**src/rtl/ocp_pkg.sv**
```systemverilog
package ocp_pkg;
  typedef enum logic [1:0] {
    OCP_IDLE  = 2'd0,
    OCP_ARMED = 2'd1,
    OCP_TRIP  = 2'd2
  } ocp_state_e;
endpackage

```
**src/rtl/ocp_window_ctr.sv**
```systemverilog
module ocp_window_ctr #(
  parameter int unsigned WIN_OPEN  = 8,
  parameter int unsigned WIN_CLOSE = 16
) (
  input  logic clk,
  input  logic rst_n,
  input  logic clr,
  input  logic step,
  output logic in_win,
  output logic win_last
);
  localparam int CNT_W = $clog2(WIN_CLOSE + 1);
  localparam int PW    = CNT_W + 1;
  localparam logic [PW-1:0] OPEN_V  = PW'(WIN_OPEN);
  localparam logic [PW-1:0] CLOSE_V = PW'(WIN_CLOSE);

  logic [CNT_W-1:0] cnt;
  logic [PW-1:0]    pos;   // number of the strobe being taken now

  assign pos      = {1'b0, cnt} + PW'(1);
  assign in_win   = (pos >= OPEN_V) && (pos <= CLOSE_V);
  assign win_last = (pos == CLOSE_V);

  always_ff @(posedge clk or negedge rst_n) begin
    if (!rst_n)    cnt <= '0;
    else if (clr)  cnt <= '0;
    else if (step) cnt <= pos[CNT_W-1:0];
  end
endmodule

```
**src/rtl/ocp_ctrl.sv**
```systemverilog
module ocp_ctrl
  import ocp_pkg::*;
(
  input  logic       clk,
  input  logic       rst_n,
  input  logic       sample_stb,
  input  logic       oc_flag,
  input  logic       clear,
  input  logic       in_win,
  input  logic       win_last,
  output logic       ctr_clr,
  output logic       ctr_step,
  output ocp_state_e state,
  output logic       kill_q
);
  ocp_state_e state_d;
  logic       kill_d;

  always_comb begin
    state_d  = state;
    kill_d   = 1'b0;
    ctr_clr  = 1'b0;
    ctr_step = 1'b0;
    if (clear) begin
      state_d = OCP_IDLE;
      ctr_clr = 1'b1;
    end else begin
      unique case (state)
        OCP_IDLE: begin
          ctr_clr = 1'b1;
          if (sample_stb && oc_flag) begin
            state_d = OCP_ARMED;
            kill_d  = 1'b1;
          end
        end
        OCP_ARMED: begin
          if (sample_stb) begin
            ctr_step = 1'b1;
            kill_d   = oc_flag;
            if (oc_flag && in_win)  state_d = OCP_TRIP;
            else if (win_last)      state_d = OCP_IDLE;
          end
        end
        OCP_TRIP: kill_d = 1'b1;
        default:  state_d = OCP_IDLE;
      endcase
    end
    if (state_d == OCP_TRIP) kill_d = 1'b1;
  end

  always_ff @(posedge clk or negedge rst_n) begin
    if (!rst_n) begin
      state  <= OCP_IDLE;
      kill_q <= 1'b0;
    end else begin
      state  <= state_d;
      kill_q <= kill_d;
    end
  end
endmodule

```
**src/rtl/ocp_shutdown_timer.sv**
```systemverilog
module ocp_shutdown_timer
  import ocp_pkg::*;
#(
  parameter int unsigned WIN_OPEN  = 8,
  parameter int unsigned WIN_CLOSE = 16
) (
  input  logic clk,
  input  logic rst_n,
  input  logic sample_stb,
  input  logic oc_flag,
  input  logic clear,
  output logic cycle_kill,
  output logic shutdown,
  output logic limit_active
);
  logic       ctr_clr, ctr_step, in_win, win_last, kill_q;
  ocp_state_e state;

  ocp_window_ctr #(.WIN_OPEN(WIN_OPEN), .WIN_CLOSE(WIN_CLOSE)) u_ctr (
    .clk(clk), .rst_n(rst_n), .clr(ctr_clr), .step(ctr_step),
    .in_win(in_win), .win_last(win_last)
  );

  ocp_ctrl u_ctrl (
    .clk(clk), .rst_n(rst_n), .sample_stb(sample_stb), .oc_flag(oc_flag),
    .clear(clear), .in_win(in_win), .win_last(win_last),
    .ctr_clr(ctr_clr), .ctr_step(ctr_step), .state(state), .kill_q(kill_q)
  );

  assign cycle_kill   = kill_q;
  assign shutdown     = (state == OCP_TRIP);
  assign limit_active = (state == OCP_ARMED);
endmodule

```
**config.mk**
```make
export PLATFORM = sky130hd
export DESIGN_NAME = ocp_shutdown_timer
export DESIGN_NICKNAME = d
export VERILOG_FILES = /design/src/rtl/ocp_pkg.sv /design/src/rtl/ocp_window_ctr.sv /design/src/rtl/ocp_ctrl.sv /design/src/rtl/ocp_shutdown_timer.sv
export SDC_FILE = /design/constraint.sdc
export NUM_CORES = 1
export LEC_CHECK = 0
export CAP_MARGIN = 40
export CORE_AREA = 2 2 39 41
export CTS_CLUSTER_SIZE = 28
export DETAILED_ROUTE_END_ITERATION = 16
export DIE_AREA = 0 0 41 43
export GPL_TIMING_DRIVEN = 0
export PLACE_DENSITY = 0.66
export SLEW_MARGIN = 20
export SYNTH_ARGS = -nofsm -noshare
export SYNTH_HDL_FRONTEND = slang
export SYNTH_SLANG_ARGS = --single-unit
export TNS_END_PERCENT = 50
```
**constraint.sdc**
```tcl
create_clock -name clk -period 2.15 [get_ports clk]
set_clock_uncertainty 0.1 [all_clocks]
set_input_delay 0.43 -clock clk [delete_from_list [all_inputs] [get_ports clk]]
set_output_delay 0.43 -clock clk [all_outputs]
set_load 0.05 [all_outputs]
```
==> results.sh, run 1 <==
export IMPL_synth_distinct_cells=32
export IMPL_layout_commonest_cell="a21oi_1"
export IMPL_synthFlopType="dfrtp_1"
export IMPL_cp_max_fo=6
export IMPL_postSynthNetCount=78
export IMPL_setup_viol=0
export IMPL_p_sw_w=0.0000863
export IMPL_power_leakage_nw=0.279
export IMPL_tightest_slew_ns=0.508
export IMPL_slowest_delay_ns=0.55
export IMPL_fmax_ghz=0.489
export IMPL_cts_tree="yes"
export IMPL_relSlewSlack_pct=66.0
export IMPL_crit_family="buffers and inverters"
export IMPL_outcome="finished, final reports clean"
export IMPL_clkSinkCount=8
export IMPL_p_comb_share_pct=12.6
export IMPL_regArea_sq_um=200
export IMPL_dr_pass1_iters=4
export IMPL_synth_cells=71
export IMPL_drcViolationCount=0
export IMPL_diodes=0
export IMPL_rsz0062_at_grt="false"
export IMPL_cts_setup_buffers=0
export IMPL_start_util_pct=41.7
export IMPL_drt_total_wl_microns=1440
export IMPL_worstSetupPathType="reg -> out"
export IMPL_nNetsFinal=89
export IMPL_fin_setup_tns_ns=0
export IMPL_drt_iter0_markers=20
export IMPL_start_kind="register"
export IMPL_pwr_share_clk_pct=38.1
export IMPL_place_gp_congestion=0.858
export IMPL_worstPathCellList="and2b_1 -> dlygate4sd2_1"
export IMPL_port_buffers=6
export IMPL_fin_crit_sh_pct=95.1
export IMPL_drt_vias_per_instance=6.05
export IMPL_area_delta_synth_final_pct=17.4
export IMPL_maxCapViolations=0
export IMPL_cp_num_buf_inv=1
export IMPL_hold_violations=0
export IMPL_cp_slowest_cell="dlygate4sd2_1"
export IMPL_dieWidth_microns=41
export IMPL_synth_edff_count=0
export IMPL_slew_violations=0
export IMPL_grt_first_pass_wirelength_microns=2410
export IMPL_hold_path_class="in -> async"
export IMPL_intPower_w=0.000231
export IMPL_power_density_nw_per_um2=468
export IMPL_yosysSeqAreaShare_pct=34.7
export IMPL_rows=14
export IMPL_antenna_found_initial=0
export IMPL_required_ns=1.62
export IMPL_grt_pass1_vias=521
export IMPL_cp_end_kind="output port"
export IMPL_hpwl_microns=1000
export IMPL_synth_warnings=0
export IMPL_dieArea_sq_um=1760
export IMPL_ys_async_sr_fraction_pct=100
export IMPL_clk_path_buf_depth=2
export IMPL_switching_share_pct=27.2
export IMPL_final_cells=96
export IMPL_crit_arrival_ns=1.52
export IMPL_clk_latency_ns=0.26
export IMPL_peakVddDrop_v=0.000299
export IMPL_final_cell_mix="a21oi_1 (9), nor2_1 (8), dfrtp_1 (8)"
export IMPL_coreArea_sq_um=1380
export IMPL_fillers=140
export IMPL_antenna_left=0
export IMPL_path_clk_slew_ns=0.06
export IMPL_grt_max_degree=11
export IMPL_min_period_ns=2.05
export IMPL_p_seq_share_pct=49.3
export IMPL_numCtsBuffers=3
export IMPL_ios=8
export IMPL_place_inst=93
export IMPL_cts_root_buf="clkbuf_4"
export IMPL_grt_usage_pct=20.4
export IMPL_htree_levels=1
export IMPL_ys_ff_latch=8
export IMPL_multi_input_area_sq_um=344
export IMPL_synth_area_sq_um=577
export IMPL_die_h_microns=43
export IMPL_wl_per_cell_microns=15.0
export IMPL_grt_overflow=0
export IMPL_drive_gt1_share_pct=12.5
export IMPL_vias=581
export IMPL_synth_avg_cell_area_sq_um=8.12
==> synthesized netlist by cell type, types with 2 or more instances <==
cell type / number / area share (%)
nor2_1: 8 / 5.2
dfrtp_1: 8 / 35
nand3_1: 5 / 4.3
a32oi_1: 2 / 3.0
clkbuf_1: 2 / 1.3
and3_2: 2 / 2.6
o21ai_0: 6 / 5.2
ha_1: 2 / 4.3
inv_1: 2 / 1.3
a31oi_1: 2 / 2.2
a21oi_1: 9 / 7.8
nor3_1: 3 / 2.6
==> sequential cells by signal (all words and copies together) (netlist names) <==
name,cells
u_ctr.cnt,5
u_ctrl.state,2
u_ctrl.kill_q,1
==> final cells by class <==
type	instances	share of cell area, %
plain buffers	5	3.14
clock buffers	3	3.33
inverters	3	1.66
multi-input cells	55	50.8
flip-flops and latches	8	29.6
well taps	16	2.96
repair buffers	6	8.50
==> metrics by stage <==
step | instance area (sq um) | hold slack, ns | setup slack [ns] | utilization [%] | total power [W]
after detailed placement | 657 | 0.529 | 0.0782 | 47.5 | 0.000199
after global routing | 677 | 0.393 | 0.0565 | 48.9 | 0.000332
final | 677 | 0.355 | 0.104 | 48.9 | 0.000317
after floorplan | 577 | 0.0344 | 0.475 | - | 0.000181
after global placement | 657 | 0.543 | 0.0858 | 47.5 | 0.000199
after CTS | 677 | 0.361 | 0.114 | 48.9 | 0.000318
==> cells by family (layout without fill, tap and decap cells) <==
kind of cell    count (synthesis)  in the layout  synth area share (%)
mux                             1              1                  1.95
simple gates                   28             28                  27.3
flops                           8              8                  34.7
fa+ha+maj                       2              2                  4.34
buf+inv                         8             17                  5.64
compound gates                 24             24                  26.0
==> power groups by stage <==
| stage | Clock [W] | Sequential (W) | Combinational, W |
|---|---|---|---|
| after floorplan | 0 | 0.000161 | 0.0000201 |
| after global placement | 0 | 0.000159 | 0.0000401 |
| after detailed placement | 0 | 0.000159 | 0.0000402 |
| after CTS | 0.000122 | 0.000156 | 0.0000396 |
| after global routing | 0.000132 | 0.000157 | 0.0000437 |
| final | 0.000121 | 0.000156 | 0.0000400 |
==> repair_timing <==
item,4_1_cts,5_1_grt
resized for setup,2,0
hold endpoints to repair,0,0
setup endpoints to repair,2,0
hold buffers,0,0
==> metal layers <==
layer | global-route usage (%) | up-vias | part of all wire (%)
met1 | 31.8 | 273 | 46
met3 | 1.57 | 4 | 5.2
met5 | 0 | - | 0
li1 | - | 286 | -
met2 | 27.5 | 18 | 48
met4 | 10.0 | 0 | 0.91
==> final timing paths <==
kind,end,slack (ns),cells after the start,start
worst max-delay path,limit_active,0.10,2,u_ctrl.state[1]$_DFF_PN0_
worst min-delay path,u_ctr.cnt[4]$_DFFE_PN0P_,0.35,1,rst_n
worst max register to register,u_ctrl.state[1]$_DFF_PN0_,0.25,5,u_ctr.cnt[1]$_DFFE_PN0P_
worst min register to register,u_ctrl.state[1]$_DFF_PN0_,0.56,1,u_ctrl.state[0]$_DFF_PN0_
max in group asynchronous,u_ctrl.state[1]$_DFF_PN0_,1.32,1,rst_n
min in group clk,u_ctr.cnt[3]$_DFFE_PN0P_,0.45,2,clear
Power figures use the tool's default switching activity.
==> run 2, diff against run 1 <==
PLACE_DENSITY = unset   (was 0.66)
SYNTH_HIERARCHICAL = 1   (was unset)
clock period = 1.75 ns   (was 2.15 ns; I/O delays follow)
==> run 2 against run 1 <==
Against the previous run:
- the flow now finishes with violations (negative setup slack)
- count of clock-buffer cells in the layout unchanged
- via count decreased by 17%
- final area increased by 7.0%
- first-iteration DRC count decreased by 65%
- register-to-register slack got worse by 0.32 ns
- global-route usage decreased by 5.4 points
- critical endpoint is now u_ctrl/state[0]$_DFF_PN0_
- largest power group unchanged
==> results.sh, run 2 <==
export IMPL_reg_top3="u_ctr/cnt x5, u_ctrl/state x2, u_ctrl/kill_q x1"
export IMPL_yosysTopAreaCell="dfrtp_1"
export IMPL_relSlewSlack_pct=68.0
export IMPL_synth_avg_cell_area_sq_um=9.35
export IMPL_postSynthNetCount=64
export IMPL_rows=14
export IMPL_required_ns=1.80
export IMPL_synth_top_cell_area_share_pct=37.6
export IMPL_drt_vias_per_instance=5.37
export IMPL_layout_commonest_cell="buf_4"
export IMPL_drcViolationCount=0
export IMPL_cp_max_fo=5
export IMPL_vias=483
export IMPL_final_cells=90
export IMPL_place_inst=80
export IMPL_fin_crit_sh_pct=104
export IMPL_synth_warnings=6
export IMPL_outcome="finished, violations left"
export IMPL_crit_start="u_ctr/cnt[0]$_DFFE_PN0P_"
export IMPL_largest_register_ffs=5
export IMPL_peakVddDrop_v=0.000385
export IMPL_ios=8
export IMPL_crit_arrival_ns=1.87
export IMPL_min_period_ns=1.82
export IMPL_final_util_pct=52.4
export IMPL_cp_end_kind="register"
export IMPL_regArea_sq_um=203
export IMPL_rsz0062_at_grt="true"
export IMPL_antenna_found_initial=0
export IMPL_multi_input_area_sq_um=353
export IMPL_clkSinkCount=8
export IMPL_dieArea_sq_um=1760
export IMPL_fin_area_sq_um=724
export IMPL_dr_pass1_iters=3
export IMPL_hpwl_microns=747
export IMPL_synth_area_sq_um=533
export IMPL_start_util_pct=38.5
export IMPL_cts_tree="yes"
export IMPL_power_leakage_nw=0.311
export IMPL_fillers=134
export IMPL_synth_edff_count=0
export IMPL_maxCapViolations=0
export IMPL_r2r_start="u_ctr/cnt[0]$_DFFE_PN0P_"
export IMPL_setup_viol=2
export IMPL_drt_iter0_markers=7
export IMPL_fmax_ghz=0.549
export IMPL_hold_buffers=0
export IMPL_ys_ff_latch=8
export IMPL_dieWidth_microns=41
export IMPL_port_buffers=7
export IMPL_synth_cells=57
export IMPL_tightest_slew_ns=0.482
export IMPL_synthFlopType="dfrtp_1"
export IMPL_ys_async_sr_fraction_pct=100
export IMPL_synth_top_cells_by_count="dfrtp_1 (8), nor2_1 (6), nand2_1 (5), a21oi_1 (4), nand3b_1 (4)"
export IMPL_coreArea_sq_um=1380
export IMPL_final_cell_mix="buf_4 (9), nor2_1 (6), dfrtp_1 (6)"
export IMPL_die_h_microns=43
export IMPL_power_w=0.000367
export IMPL_clk_path_buf_depth=2
export IMPL_synth_distinct_cells=28
export IMPL_grt_max_degree=10
export IMPL_grt_usage_pct=15.0
export IMPL_violations="negative setup slack"
export IMPL_setup_slack_ns=-0.0699
export IMPL_hold_violations=0
export IMPL_synthTopCellsByArea="dfrtp_1 (38%), nand3b_1 (5.6%), xor2_1 (4.9%), ha_1 (4.7%), nor2_1 (4.2%)"
export IMPL_diodes=0
export IMPL_cts_root_buf="clkbuf_4"
export IMPL_nNetsFinal=83
export IMPL_place_gp_congestion=0.679
export IMPL_grt_first_pass_wirelength_microns=1750
export IMPL_drt_total_wl_microns=1090
export IMPL_hold_path_class="in -> async"
export IMPL_clk_latency_ns=0.25
export IMPL_grt_pass1_vias=404
export IMPL_power_density_nw_per_um2=507
export IMPL_wl_per_cell_microns=12.1
export IMPL_placed_area_sq_um=657
export IMPL_area_delta_synth_final_pct=35.9
export IMPL_reg2regPathDepth=6
export IMPL_yosysSeqAreaShare_pct=37.6
export IMPL_htree_levels=1
export IMPL_largest_register="u_ctr/cnt"
export IMPL_numCtsBuffers=3
export IMPL_path_clk_slew_ns=0.05
export IMPL_drive_gt1_share_pct=31.1
export IMPL_antenna_left=0
export IMPL_yosys_cell_count_top_type="dfrtp_1"
export IMPL_grt_overflow=0
export IMPL_worstSetupPathType="reg -> reg"
export IMPL_slew_violations=0
export IMPL_start_kind="register"
[run 2: timing repair]
action                     in CTS  in global routing
pin swaps                       5                  1
gates resized for setup         7                  5
setup endpoints to repair       5                  6
buffers inserted                4                  3
[run 2: kinds of logic (layout without fill, tap and decap cells)]
group | count (synthesis) | in the layout | synth area share, %
simple gates | 28 | 28 | 30.3
compound gates | 12 | 12 | 16.2
flops | 8 | 8 | 37.6
xor+xnor | 4 | 4 | 6.57
fa+ha+maj | 2 | 2 | 4.69
buf+inv | 2 | 19 | 2.82
mux | 1 | 1 | 1.88
[run 2: worst max-delay path, stage by stage, from the launching register on]
cell       delay (ns)
dfrtp_2          0.46
ha_4             0.30
nor2b_1          0.06
o211ai_1         0.22
o2111ai_2        0.14
a21o_1           0.19
a311oi_2         0.24
[run 2: path summary, 6_finish.rpt]
| kind | endpoint | slack, ns |
|---|---|---|
| worst max-delay path | u_ctrl/state[0]$_DFF_PN0_ | -0.07 |
| worst min-delay path | u_ctr/cnt[2]$_DFFE_PN0P_ | 0.28 |
| worst max register to register | u_ctrl/state[0]$_DFF_PN0_ | -0.07 |
| worst min register to register | u_ctrl/state[0]$_DFF_PN0_ | 0.52 |
| max in group asynchronous | u_ctr/cnt[1]$_DFFE_PN0P_ | 1.00 |
| min in group clk | u_ctrl/state[0]$_DFF_PN0_ | 0.52 |
[run 2: layout make-up]
cell class	instances	area share, %
multi-input combinational	47	48.7
sequential	8	28.0
timing repair buffer	14	15.4
clock buffer	3	3.11
tap	16	2.76
buffer	2	2.07
[run 2: stage by stage]
step | setup TNS, ns | hold WS (ns) | setup slack, ns
global route | -0.355 | 0.293 | -0.159
detailed placement | -0.942 | 0.523 | -0.184
finish | -0.129 | 0.275 | -0.0699
CTS | -0.116 | 0.284 | -0.0627
floorplan | 0 | -0.0456 | 0.0158
global placement | -0.876 | 0.529 | -0.162
[run 2: where the power goes]
part	switching (W)	internal, W
combinational	0.0000234	0.0000173
clock	0.0000569	0.0000781
sequential	0.00000340	0.000188
total	0.0000838	0.000283
[run 2: layer usage]
layer	part of all wire (%)	GRT usage [%]
met1	45	18.0
met2	52	22.8
met3	3.0	7.85
met4	0	4.00
met5	0	0
